## config.mk

```make
export PLATFORM = sky130hd
export DESIGN_NAME = msec_addr_seq
export DESIGN_NICKNAME = d
export VERILOG_FILES = /design/src/rtl/msec_addr_seq.sv
export SDC_FILE = /design/constraint.sdc
export NUM_CORES = 1
export LEC_CHECK = 0
export BUFFER_PORTS_ARGS = -buffer_cell sky130_fd_sc_hd__buf_2
export CAP_MARGIN = 20
export CORE_ASPECT_RATIO = 0.9
export CORE_UTILIZATION = 39
export DETAILED_ROUTE_END_ITERATION = 6
export PLACE_DENSITY = 0.73
export SLEW_MARGIN = 0
export SYNTH_ARGS = -nofsm -noshare
export SYNTH_HDL_FRONTEND = slang
export SYNTH_SLANG_ARGS = --single-unit
export TNS_END_PERCENT = 30
```

## constraint.sdc

```tcl
create_clock -name clk -period 3.69 [get_ports clk]
set_input_delay 0.738 -clock clk [delete_from_list [all_inputs] [get_ports clk]]
set_output_delay 0.738 -clock clk [all_outputs]
set_load 0.01 [all_outputs]
```

## src/rtl/msec_addr_seq.sv

```systemverilog
module msec_addr_seq (
  input  logic        clk,
  input  logic        rst_n,
  input  logic        start,
  input  logic        wr_mode,
  input  logic [7:0]  prm0,
  input  logic [7:0]  prm1,
  input  logic [7:0]  prm2,
  input  logic [7:0]  prm3,
  input  logic [7:0]  prm4,
  input  logic [1:0]  size_sel,
  input  logic [6:0]  spt,
  input  logic [2:0]  last_head,
  input  logic [11:0] max_cyl,
  input  logic        sector_done,
  input  logic        xfer_done,
  input  logic        err_in,
  output logic        busy,
  output logic        xfer_req,
  output logic        seek_req,
  output logic        head_chg,
  output logic        done,
  output logic        err_flag,
  output logic        illegal,
  output logic [1:0]  drive,
  output logic [7:0]  res1,
  output logic [7:0]  res2,
  output logic [7:0]  res3,
  output logic [7:0]  res4
);
  typedef enum logic [1:0] {S_IDLE, S_MEDIA, S_XFER, S_DONE} st_t;

  st_t         st;
  logic [11:0] cyl;
  logic [2:0]  head;
  logic [6:0]  sec, cnt, last_sec;
  logic [3:0]  inbuf;
  logic        mode_wr;

  logic [3:0]  per_buf;
  logic [6:0]  cnt_dec;
  logic        sec_wrap, at_last_head, cyl_over;
  logic [3:0]  inbuf_rd, inbuf_wr, wr_load;

  assign per_buf      = 4'd8 >> size_sel;
  assign cnt_dec      = cnt - 7'd1;
  assign sec_wrap     = ({1'b0, sec} + 8'd1) >= {1'b0, spt};
  assign at_last_head = head == last_head;
  assign cyl_over     = sec_wrap && at_last_head && (cyl == max_cyl);
  assign inbuf_rd     = inbuf + 4'd1;
  assign inbuf_wr     = inbuf - 4'd1;
  assign wr_load      = ({1'b0, cnt} < {4'd0, per_buf}) ? cnt[3:0] : per_buf;

  assign busy     = (st == S_MEDIA) || (st == S_XFER);
  assign xfer_req = st == S_XFER;
  assign done     = st == S_DONE;
  assign res1     = {1'b0, head, cyl[11:8]};
  assign res2     = cyl[7:0];
  assign res3     = {1'b0, last_sec};
  assign res4     = {1'b0, cnt};

  always_ff @(posedge clk) begin
    if (!rst_n) begin
      st       <= S_IDLE;
      cyl      <= '0;
      head     <= '0;
      sec      <= '0;
      cnt      <= '0;
      last_sec <= '0;
      inbuf    <= '0;
      mode_wr  <= 1'b0;
      drive    <= '0;
      seek_req <= 1'b0;
      head_chg <= 1'b0;
      err_flag <= 1'b0;
      illegal  <= 1'b0;
    end else begin
      seek_req <= 1'b0;
      head_chg <= 1'b0;
      case (st)
        S_IDLE: if (start) begin
          drive    <= prm0[1:0];
          head     <= prm1[6:4];
          cyl      <= {prm1[3:0], prm2};
          sec      <= prm3[6:0];
          last_sec <= prm3[6:0];
          cnt      <= prm4[6:0];
          mode_wr  <= wr_mode;
          inbuf    <= '0;
          err_flag <= 1'b0;
          illegal  <= 1'b0;
          if (prm4[6:0] == 7'd0) st <= S_DONE;
          else begin
            seek_req <= 1'b1;
            st       <= wr_mode ? S_XFER : S_MEDIA;
          end
        end
        S_MEDIA: begin
          if (err_in) begin
            err_flag <= 1'b1;
            st       <= S_DONE;
          end else if (sector_done) begin
            cnt      <= cnt_dec;
            last_sec <= sec;
            inbuf    <= mode_wr ? inbuf_wr : inbuf_rd;
            if (cnt_dec == 7'd0) begin
              st <= mode_wr ? S_DONE : S_XFER;
            end else if (cyl_over) begin
              illegal <= 1'b1;
              st      <= S_DONE;
            end else begin
              if (sec_wrap) begin
                sec <= '0;
                if (at_last_head) begin
                  head     <= '0;
                  cyl      <= cyl + 12'd1;
                  seek_req <= 1'b1;
                end else begin
                  head     <= head + 3'd1;
                  head_chg <= 1'b1;
                end
              end else begin
                sec <= sec + 7'd1;
              end
              if (mode_wr) st <= (inbuf_wr == 4'd0) ? S_XFER : S_MEDIA;
              else         st <= (inbuf_rd == per_buf) ? S_XFER : S_MEDIA;
            end
          end
        end
        S_XFER: begin
          if (err_in) begin
            err_flag <= 1'b1;
            st       <= S_DONE;
          end else if (xfer_done) begin
            if (mode_wr) begin
              inbuf <= wr_load;
              st    <= S_MEDIA;
            end else begin
              inbuf <= '0;
              st    <= (cnt == 7'd0) ? S_DONE : S_MEDIA;
            end
          end
        end
        default: st <= S_IDLE;
      endcase
    end
  end
endmodule

```

==> flow_summary.toml, run 1 <==
[detailed_routing]
via_per_inst = 5.54
wl_met1_um = 4680
detailroute.wirelength.met2_um = 4480
drt-pass1-iter-count = 5
drt_iter0_drc = 207
antenna_violating_nets_post_route = 0
highest_layer = "met4"
post-route-drc-count = 0
routedWlPerCell_um = 14.6
route.final.wire_length_um = 9790
met3_wirelength_um = 479
detailroute.via_count = 3707

[sta]
tns_ps = 0
finalCriticalPeriod_ps = 3420
grt_setup_unrepaired = "false"
hold-worst-slack_ps = 460
max_freq_mhz = 293
setup-violations-final = 0
tightest_slew_ps = 727
finalClockSkew_ps = 10.3
slew_headroom = 0.511
final_max_slew_viol_count = 0
hold_viol_final = 0
setup_slack_ps = 274
final.period_utilization = 0.926

[power]
max-vdd-ir-drop_mv = 0.364
power.density_nw_per_um2 = 743
power.leakage_uw = 0.00196
finalPower_uw = 3240

[yosys]
synth-seq-cells = 49
synth_largest_area_cell = "sky130_fd_sc_hd__dfxtp_1"
netlist_area_before_placement_um2 = 3660
synth-seq-area-share = 0.268
ys.flop_type = "sky130_fd_sc_hd__dfxtp_1"
synth.distinct_cells = 71
top_cells_by_area_synth = "sky130_fd_sc_hd__dfxtp_1 (27%), sky130_fd_sc_hd__ha_1 (7.9%), sky130_fd_sc_hd__a21oi_1 (4.0%)"
asyncSetResetFlopFracSynth = 0
synth.yosys.warnings = 0
syn-instance-count = 457
avgSynthCellArea_um2 = 8.02
synth.top_cell.area_share = 0.268
synth-edff-count = 0

[worst_setup_path]
crit_path_max_fanout = 15
timing.critical_path.to_type = "register"
timing.critical_path.max_delay_family = "compound AO/OA/AOI/OAI gates"
cpPeakStageDelay_ps = 540
cp_cell_sequence = "ha_1 > nand3_1 > nor2_1 > xor2_1 > ha_1 > o2111a_1 > a211oi_4 > o31ai_2 > a21oi_2 > o21ai_0 > a31o_1"
worst-setup-path-type = "register to register"
worstPathBufferInverterCount = 0
slowest_stage = "sky130_fd_sc_hd__a21oi_2"
critical_path_arrival_ps = 3610
path_common_cell = "sky130_fd_sc_hd__ha_1"
critical_path_required_ps = 3890
setup.worst_path.start_class = "register"

[clock_network]
clk_pin_slew_ps = 90
number_of_buffers_inserted_for_hold_repair_after_clock_tree_synthesis = 0
cts_made_buffers = 5
ctsLongestPathBuffers = 2
clock_sink_count = 49
tritoncts_clock_tree = "yes"
source_to_sink_clock_delay_at_the_later_pin_of_the_worst_skew_pair_ps = 300
cts_resized = 0
htree_num_levels = 2
post_cts.repair.setup_buffers = 0
cts_root_buf = "sky130_fd_sc_hd__clkbuf_8"

[floorplanning]
fp.dieW_um = 104
core_region_area_um2 = 9130
fp.dieH_um = 93.9
i_o_pin_total = 112
row_count = 33
initial_utilization = 0.401
design.die.area_um2 = 9790

[layout]
insertedDiodeCount = 0
area_growth_syn_to_layout_pct = 19.0
cell_area_after_layout_um2 = 4360
fill_cells = 920
layout-drive-gt1-share = 0.236
multiInputGateArea_um2 = 2480
nNetsFinal = 640
regArea_um2 = 981

[placed_design]
portBuffers = 99
post-place-ws_ps = 341
dp.final_hpwl_um = 7430
globalplace.congestion = 0.924
placed_area_um2 = 4240

[grt]
number_of_antenna_violations_at_the_first_check_in_global_routing = 0
grt_overflow = 0
grt_pass1_vias = 3439
track_usage = 0.201
global_route_wire_length_before_repair_um = 16100
grt_start_max_net_pins = 40

[hold_path]
min-delay-path-class = "register to register"

[flow_run]
timing.max_cap.violations = 0

[outcome]
run_status = "complete, no violations"
worst reg2reg max path, stage by stage (launching register included):
cell,delay (ps)
sky130_fd_sc_hd__dfxtp_1,460
sky130_fd_sc_hd__ha_1,270
sky130_fd_sc_hd__nand3_1,200
sky130_fd_sc_hd__nor2_1,190
sky130_fd_sc_hd__xor2_1,210
sky130_fd_sc_hd__ha_1,270
sky130_fd_sc_hd__o2111a_1,170
sky130_fd_sc_hd__a211oi_4,400
sky130_fd_sc_hd__o31ai_2,180
sky130_fd_sc_hd__a21oi_2,540
sky130_fd_sc_hd__o21ai_0,180
sky130_fd_sc_hd__a31o_1,250
final cells by class:
cell class,instances,share of cell area
clock buffers,7,0.0198
clock inverters,1,0.00689
inverters,23,0.0198
multi-input cells,361,0.568
flip-flops and latches,49,0.225
well taps,122,0.0350
repair buffers,106,0.126
final timing paths:
check                                end  slack [ps]  depth (start not counted)      from
worst max register to register    sec[2]         270                         11    sec[0]
worst max-delay path              sec[2]         270                         11    sec[0]
worst min-delay path            drive[0]         460                          2  drive[0]
worst min register to register  drive[0]         460                          2  drive[0]
flip-flops by register name (all words and copies together) (netlist names):
signal    count
cyl          12
cnt           7
last_sec      7
sec           7
inbuf         4
head          3
drive         2
st            2
err_flag      1
head_chg      1
illegal       1
mode_wr       1
seek_req      1
layout by cell type (no fill, tap or decap), types with 3 or more instances in the layout:
| master | instances |
|---|---|
| sky130_fd_sc_hd__nor2_1 | 37 |
| sky130_fd_sc_hd__mux2i_1 | 14 |
| sky130_fd_sc_hd__xor2_1 | 16 |
| sky130_fd_sc_hd__inv_1 | 22 |
| sky130_fd_sc_hd__buf_4 | 7 |
| sky130_fd_sc_hd__o21ai_0 | 21 |
| sky130_fd_sc_hd__or3_1 | 3 |
| sky130_fd_sc_hd__a22oi_1 | 8 |
| sky130_fd_sc_hd__o21ai_1 | 5 |
| sky130_fd_sc_hd__nand2_1 | 32 |
| sky130_fd_sc_hd__o211ai_1 | 5 |
| sky130_fd_sc_hd__conb_1 | 3 |
| sky130_fd_sc_hd__and3_1 | 8 |
| sky130_fd_sc_hd__clkbuf_8 | 6 |
| sky130_fd_sc_hd__dfxtp_1 | 49 |
| sky130_fd_sc_hd__o32a_1 | 3 |
| sky130_fd_sc_hd__a21oi_1 | 29 |
| sky130_fd_sc_hd__ha_1 | 23 |
| sky130_fd_sc_hd__nor4_1 | 4 |
| sky130_fd_sc_hd__a32oi_1 | 4 |
| sky130_fd_sc_hd__nand4_1 | 4 |
| sky130_fd_sc_hd__nor2b_1 | 5 |
| sky130_fd_sc_hd__nor3b_1 | 3 |
| sky130_fd_sc_hd__nor3_1 | 19 |
| sky130_fd_sc_hd__o22ai_1 | 9 |
| sky130_fd_sc_hd__nand2b_1 | 7 |
| sky130_fd_sc_hd__a211oi_1 | 10 |
| sky130_fd_sc_hd__xnor2_1 | 12 |
| sky130_fd_sc_hd__nand3_1 | 23 |
| sky130_fd_sc_hd__buf_2 | 99 |
| sky130_fd_sc_hd__nand3b_1 | 3 |
stage by stage:
stage / utilization / std cells
2_1_floorplan: - / 459
3_3_place_gp: 0.465 / 661
3_5_place_dp: 0.465 / 661
4_1_cts: 0.478 / 669
5_1_grt: 0.478 / 669
6_report: 0.478 / 669
synthesized netlist by cell type, types with 4 or more instances:
library cell,instances
sky130_fd_sc_hd__o21ai_0,21
sky130_fd_sc_hd__xor2_1,16
sky130_fd_sc_hd__o21ai_1,5
sky130_fd_sc_hd__o211ai_1,5
sky130_fd_sc_hd__nor4_1,4
sky130_fd_sc_hd__a211oi_1,10
sky130_fd_sc_hd__a22oi_1,8
sky130_fd_sc_hd__nand4_1,4
sky130_fd_sc_hd__inv_1,22
sky130_fd_sc_hd__ha_1,23
sky130_fd_sc_hd__a21oi_1,29
sky130_fd_sc_hd__o22ai_1,9
sky130_fd_sc_hd__mux2i_1,14
sky130_fd_sc_hd__and3_1,8
sky130_fd_sc_hd__nand2b_1,7
sky130_fd_sc_hd__buf_4,4
sky130_fd_sc_hd__clkbuf_1,17
sky130_fd_sc_hd__nand3_1,23
sky130_fd_sc_hd__xnor2_1,12
sky130_fd_sc_hd__nor2_1,37
sky130_fd_sc_hd__nand2_1,32
sky130_fd_sc_hd__nor3_1,19
sky130_fd_sc_hd__nor2b_1,5
sky130_fd_sc_hd__a32oi_1,4
sky130_fd_sc_hd__dfxtp_1,49
kinds of logic (layout without fill, tap and decap cells):
| logic type | after synthesis | count (layout) | share of synthesized area |
|---|---|---|---|
| multiplexers | 15 | 15 | 0.0413 |
| adder cells (fa/ha/maj) | 23 | 23 | 0.0786 |
| AO/OA/AOI/OAI | 125 | 125 | 0.236 |
| flip-flops | 49 | 49 | 0.268 |
| other | 1 | 3 | 0.00102 |
| AND/OR/NAND/NOR | 166 | 166 | 0.243 |
| XOR/XNOR | 29 | 29 | 0.0734 |
| buffers and inverters | 49 | 137 | 0.0584 |
layer usage:
| metal | global-route usage | vias up |
|---|---|---|
| met5 | 0 | - |
| met4 | 0.0774 | 0 |
| met3 | 0.0361 | 16 |
| met2 | 0.325 | 117 |
| met1 | 0.266 | 1728 |
| li1 | - | 1846 |
power breakdown:
group | internal, µW | total (µW) | switching (µW) | leakage, µW
combinational | 774 | 1850 | 1080 | 0.00150
clock | 221 | 398 | 176 | 0.0000585
sequential | 715 | 989 | 274 | 0.000403
Power figures use the tool's default switching activity.
==> run 2: changes to the inputs <==
--- a/config.mk
+++ b/config.mk
@@ -7,10 +7,12 @@
 export LEC_CHECK = 0
 export BUFFER_PORTS_ARGS = -buffer_cell sky130_fd_sc_hd__buf_2
 export CAP_MARGIN = 20
+export CELL_PAD_IN_SITES_DETAIL_PLACEMENT = 0
+export CELL_PAD_IN_SITES_GLOBAL_PLACEMENT = 1
 export CORE_ASPECT_RATIO = 0.9
-export CORE_UTILIZATION = 39
+export CORE_UTILIZATION = 38
 export DETAILED_ROUTE_END_ITERATION = 6
-export PLACE_DENSITY = 0.73
+export PLACE_DENSITY = 0.92
 export SLEW_MARGIN = 0
 export SYNTH_ARGS = -nofsm -noshare
 export SYNTH_HDL_FRONTEND = slang
==> run 2 against run 1 <==
Against the previous run:
- fmax grew 6.1%
- worst setup slack gained 200 ps
- global-route usage shrank 1.0 points
- register-to-register slack gained 200 ps
- worst hold slack lost 1.1 ps
- total power shrank 2.4%
- largest power group unchanged
- utilization shrank 0.91 points
- cell count is the same
==> flow_summary.toml, run 2 (synthesized netlist as in run 1, its figures left out) <==
[sta]
slew_headroom = 0.445
grt_setup_unrepaired = "false"
final.period_utilization = 0.873
finalClockSkew_ps = 7.46
tns_ps = 0
tightest_slew_ps = 832
hold_viol_final = 0
final_max_slew_viol_count = 0
setup-violations-final = 0
max_freq_mhz = 311
setup_slack_ps = 470
hold-worst-slack_ps = 459
finalCriticalPeriod_ps = 3220

[worst_setup_path]
critical_path_required_ps = 3890
worst-setup-path-type = "register to register"
worstPathBufferInverterCount = 0
cpPeakStageDelay_ps = 470
path_common_cell = "sky130_fd_sc_hd__ha_1"
timing.critical_path.to_type = "register"
timing.critical_path.max_delay_family = "compound AO/OA/AOI/OAI gates"
slowest_stage = "sky130_fd_sc_hd__dfxtp_1"
critical_path_arrival_ps = 3420
cp_cell_sequence = "ha_1 > nand3_1 > nor2_1 > xor2_1 > ha_1 > o2111a_1 > a211oi_4 > o31ai_2 > a21oi_4 > o21ai_0 > a31o_1"
crit_path_max_fanout = 15
reg2reg_setup_slack_ps = 470
setup.worst_path.start_class = "register"

[detailed_routing]
drt-pass1-iter-count = 4
route.final.wire_length_um = 9880
met3_wirelength_um = 526
via_per_inst = 5.50
detailroute.via_count = 3682
antenna_violating_nets_post_route = 0
highest_layer = "met4"
routedWlPerCell_um = 14.8
wl_met1_um = 4590
post-route-drc-count = 0
drt_iter0_drc = 253
detailroute.wirelength.met2_um = 4690

[grt]
grt_start_max_net_pins = 27
track_usage = 0.191
grt_overflow = 0
number_of_antenna_violations_at_the_first_check_in_global_routing = 0
grt_pass1_vias = 3293
global_route_wire_length_before_repair_um = 15600

[floorplanning]
initial_utilization = 0.396
i_o_pin_total = 112
core_region_area_um2 = 9250
fp.dieH_um = 95.2
fp.dieW_um = 106
row_count = 33
design.die.area_um2 = 10000

[layout]
layout.cells.most_common = "sky130_fd_sc_hd__buf_2"
layout.cells.most_common_list = "sky130_fd_sc_hd__buf_2 (99), sky130_fd_sc_hd__dfxtp_1 (49), sky130_fd_sc_hd__nor2_1 (37)"
largest_register = "cyl"
nNetsFinal = 640
layout-drive-gt1-share = 0.234
insertedDiodeCount = 0
area_growth_syn_to_layout_pct = 18.3
number_of_flip_flops_under_the_largest_register_name = 12
final_util = 0.469

[placed_design]
portBuffers = 99
dp.final_hpwl_um = 7410
globalplace.congestion = 0.865
post-place-ws_ps = 331

[flow_run]
timing.max_cap.violations = 0

[clock_network]
tritoncts_clock_tree = "yes"
clock_sink_count = 49
cts_root_buf = "sky130_fd_sc_hd__clkbuf_8"
post_cts.repair.setup_buffers = 0
clk_pin_slew_ps = 90
htree_num_levels = 2
cts_made_buffers = 5
ctsLongestPathBuffers = 2
source_to_sink_clock_delay_at_the_later_pin_of_the_worst_skew_pair_ps = 300

[hold_path]
min-delay-path-class = "register to register"

[power]
power.leakage_uw = 0.00194
max-vdd-ir-drop_mv = 0.278
power.density_nw_per_um2 = 729

[outcome]
run_status = "complete, no violations"
run 2: changes by cell type in the layout (fill, tap and decap cells not counted), sizes merged:
| cell | change |
|---|---|
| clkinvlp | +1 |
| bufinv | -1 |
run 2: routing by layer:
metal / vias up / track usage
met1: 1727 / 0.259
li1: 1844 / -
met2: 105 / 0.321
met5: - / 0
met3: 6 / 0.0273
met4: 0 / 0.0463
run 2: timing repair:
| item | 4_1_cts | 5_1_grt |
|---|---|---|
| hold endpoints to repair | 0 | 0 |
| hold buffers | 0 | 0 |
| gates resized for setup | 0 | 1 |
| endpoints found under the setup margin | 0 | 1 |
run 2: final cells by class:
cell class              count  area (µm²)
inverters                  23        86.3
flip-flops and latches     49         981
clock buffers               7        76.3
repair buffers            106         548
clock inverters             1        7.51
multi-input cells         361        2480
well taps                 122         153
fillers                   937        4910
run 2: final timing paths:
path | start | endpoint | cells past startpoint
worst max-delay path | sec[0] | sec[2] | 11
worst min-delay path | drive[0] | drive[0] | 2
worst max register to register | sec[0] | sec[2] | 11
worst min register to register | drive[0] | drive[0] | 2
run 2: power by group:
group / internal (µW) / switching (µW)
combinational: 777 / 1080
clock: 135 / 181
sequential: 715 / 276
total: 1630 / 1540
run 2: stage by stage:
step                      std cells  cell area (µm²)  power (µW)
after floorplan                 459             3670        2310
after global placement          661             4240        2800
after detailed placement        661             4240        2840
after CTS                       669             4330        3170
after global routing            669             4340        3440
final                           669             4340        3160
run 2: worst register-to-register path: stages (launching register included):
cell and delay (ps):
sky130_fd_sc_hd__dfxtp_1 470, sky130_fd_sc_hd__ha_1 280, sky130_fd_sc_hd__nand3_1 180, sky130_fd_sc_hd__nor2_1 180
sky130_fd_sc_hd__xor2_1 210, sky130_fd_sc_hd__ha_1 270, sky130_fd_sc_hd__o2111a_1 180, sky130_fd_sc_hd__a211oi_4 390
sky130_fd_sc_hd__o31ai_2 180, sky130_fd_sc_hd__a21oi_4 400, sky130_fd_sc_hd__o21ai_0 150, sky130_fd_sc_hd__a31o_1 230
==> run 3: changes to the inputs <==
--- a/config.mk
+++ b/config.mk
@@ -10,9 +10,9 @@
 export CELL_PAD_IN_SITES_DETAIL_PLACEMENT = 0
 export CELL_PAD_IN_SITES_GLOBAL_PLACEMENT = 1
 export CORE_ASPECT_RATIO = 0.9
-export CORE_UTILIZATION = 38
+export CORE_UTILIZATION = 34
 export DETAILED_ROUTE_END_ITERATION = 6
-export PLACE_DENSITY = 0.92
+export PLACE_DENSITY = 0.87
 export SLEW_MARGIN = 0
 export SYNTH_ARGS = -nofsm -noshare
 export SYNTH_HDL_FRONTEND = slang
==> constraint.sdc (replaced) <==
create_clock -name clk -period 2.86 [get_ports clk]
set_input_delay 0.572 -clock clk [delete_from_list [all_inputs] [get_ports clk]]
set_output_delay 0.572 -clock clk [all_outputs]
set_load 0.01 [all_outputs]
==> run 3 against run 2 <==
Against the previous run:
- sequential cell count did not move
- combinational power rose by 46%
- utilization shrank 2.0 points
- non-clock buffer count up 27
- the flow now finishes with violations (design-rule violations)
- via count grew 4.5%
- final area up 7.4%
- wire length rose by 9.7%
- critical endpoint is now cyl[11]
- worst setup slack lost 400 ps
- register-to-register slack got worse by 400 ps
==> flow_summary.toml, run 3 (synthesized netlist as in run 1, its figures left out) <==
[worst_setup_path]
timing.critical_path.max_delay_family = "compound AO/OA/AOI/OAI gates"
worst-setup-path-type = "register to register"
slowest_stage = "sky130_fd_sc_hd__dfxtp_4"
crit-reg2reg-capture = "cyl[11]"
cp_cell_sequence = "ha_1 > nand3_2 > buf_4 > xnor2_1 > ha_1 > o2111a_1 > a211oi_4 > buf_4 > nor4b_4 > buf_6 > buf_4 > nand3_1 > o21a_1 > a22oi_1"
critical_path_arrival_ps = 2990
crit_path_max_fanout = 5
critical_path_required_ps = 3070
worstPathBufferInverterCount = 4
cpPeakStageDelay_ps = 370
path_common_cell = "sky130_fd_sc_hd__buf_4"
ff2ff_path_depth = 14
reg2reg_setup_slack_ps = 70
setup.worst_path.start_class = "register"
timing.critical_path.to_type = "register"
regToRegStartpoint = "sec[1]"

[layout]
number_of_flip_flops_under_the_largest_register_name = 12
nNetsFinal = 667
regArea_um2 = 991
insertedDiodeCount = 0
layout-drive-gt1-share = 0.284
multiInputGateArea_um2 = 2500
cell_area_after_layout_um2 = 4650
largest_register = "cyl"
area_growth_syn_to_layout_pct = 27.0
fill_cells = 1043
layout.cells.most_common_list = "sky130_fd_sc_hd__buf_2 (101), sky130_fd_sc_hd__dfxtp_1 (45), sky130_fd_sc_hd__nor2_1 (36)"
layout.cells.most_common = "sky130_fd_sc_hd__buf_2"
final-instance-count-excl-fill = 702

[detailed_routing]
via_per_inst = 5.48
route.final.wire_length_um = 10800
post-route-drc-count = 10
antenna_violating_nets_post_route = 0
drt_iter0_drc = 220
drt-pass1-iter-count = 7
detailroute.via_count = 3849
routedWlPerCell_um = 15.4

[clock_network]
number_of_buffers_inserted_for_hold_repair_after_clock_tree_synthesis = 0
clock_sink_count = 49
tritoncts_clock_tree = "yes"
ctsLongestPathBuffers = 2
clk_pin_slew_ps = 70
cts_root_buf = "sky130_fd_sc_hd__clkbuf_16"
cts_made_buffers = 5
source_to_sink_clock_delay_at_the_later_pin_of_the_worst_skew_pair_ps = 290
htree_num_levels = 2

[grt]
grt_overflow = 0
grt_pass1_vias = 3515
global_route_wire_length_before_repair_um = 17100
number_of_antenna_violations_at_the_first_check_in_global_routing = 0
track_usage = 0.187
grt_start_max_net_pins = 23

[outcome]
run_status = "finished with violations"
failed_checks = "design-rule violations"

[sta]
finalClockSkew_ps = 7.78
max_freq_mhz = 359
tns_ps = 0
finalCriticalPeriod_ps = 2790
final_max_slew_viol_count = 0
hold_viol_final = 0
final.period_utilization = 0.974
setup-violations-final = 0
hold-worst-slack_ps = 464

[floorplanning]
row_count = 35
i_o_pin_total = 112
core_region_area_um2 = 10400
fp.dieW_um = 111
fp.dieH_um = 100
design.die.area_um2 = 11200
initial_utilization = 0.353

[placed_design]
globalplace.congestion = 0.859
dp.final_hpwl_um = 8070
portBuffers = 99
post-place-cells = 684
placed_area_um2 = 4370

[power]
max-vdd-ir-drop_mv = 0.392
power.sequential.fraction = 0.274
switchingPower_uw = 2100
p_comb_frac = 0.585
proportion_of_total_power_due_to_net_switching = 0.452
power.leakage_uw = 0.00213
power.density_nw_per_um2 = 998
p_int_uw = 2550
clock_power_share = 0.142

[flow_run]
timing.max_cap.violations = 0

[hold_path]
hold_depth = 2
hold_path_endpoint = "drive[0]"
worstHoldStart = "drive[0]"
min-delay-path-class = "register to register"
run 3: cell types whose count changed in the layout (fill, tap and decap cells not counted), sizes merged:
cell	change
clkbuf	-2
clkinv	+1
bufinv	+1
buf	+27
clkinvlp	-1
run 3: tightest hold or removal path, delay by kind of cell, from the launching register on:
| family | cells | cell delay, ps |
|---|---|---|
| AO/OA/AOI/OAI | 1 | 60 |
| flip-flops | 1 | 310 |
| AND/OR/NAND/NOR | 1 | 50 |
run 3: cell type report:
type / count / area share
well taps: 129 / 0.0347
flip-flops and latches: 49 / 0.213
multi-input cells: 361 / 0.538
inverters: 23 / 0.0185
clock inverters: 2 / 0.00753
clock buffers: 5 / 0.0269
repair buffers: 133 / 0.162
run 3: worst max-delay path by stage:
stage / end / depth (start not counted) / from
2_1_floorplan: cyl[10] / 11 / sec[0]
3_3_place_gp: sec[5] / 12 / sec[1]
3_5_place_dp: head[1] / 12 / sec[1]
4_1_cts: cyl[11] / 12 / sec[0]
5_1_grt: cyl[11] / 14 / sec[1]
6_report: cyl[11] / 14 / sec[1]
run 3: power by group through the flow:
| stage | Clock (µW) | Combinational [µW] | Sequential (µW) |
|---|---|---|---|
| global placement | 0 | 2500 | 1250 |
| finish | 658 | 2720 | 1270 |
| detailed placement | 0 | 2560 | 1260 |
| CTS | 681 | 2590 | 1250 |
| floorplan | 0 | 1710 | 1280 |
| global route | 708 | 3010 | 1310 |
run 3: what timing repair did:
action	CTS	global route
endpoints found under the setup margin	5	15
setup buffers	1	8
pin swaps	1	9
gates resized for setup	2	13
gates cloned	0	2
run 3: stage by stage:
stage | total power (µW) | utilization | worst slack, ps
after floorplan | 2980 | - | 109
after global placement | 3750 | 0.421 | 34.9
after detailed placement | 3820 | 0.421 | -21.1
after CTS | 4520 | 0.438 | 27.9
after global routing | 5030 | 0.448 | -57.7
final | 4650 | 0.448 | 72.9
run 3: routing by layer:
| layer | GRT usage | part of all wire | wire [µm] | up-vias |
|---|---|---|---|---|
| met4 | 0.0437 | 0.013 | 146 | 0 |
| met1 | 0.243 | 0.46 | 4980 | 1822 |
| met2 | 0.324 | 0.48 | 5180 | 112 |
| met5 | 0 | 0 | 0 | - |
| li1 | - | - | - | 1904 |
| met3 | 0.0355 | 0.049 | 531 | 11 |
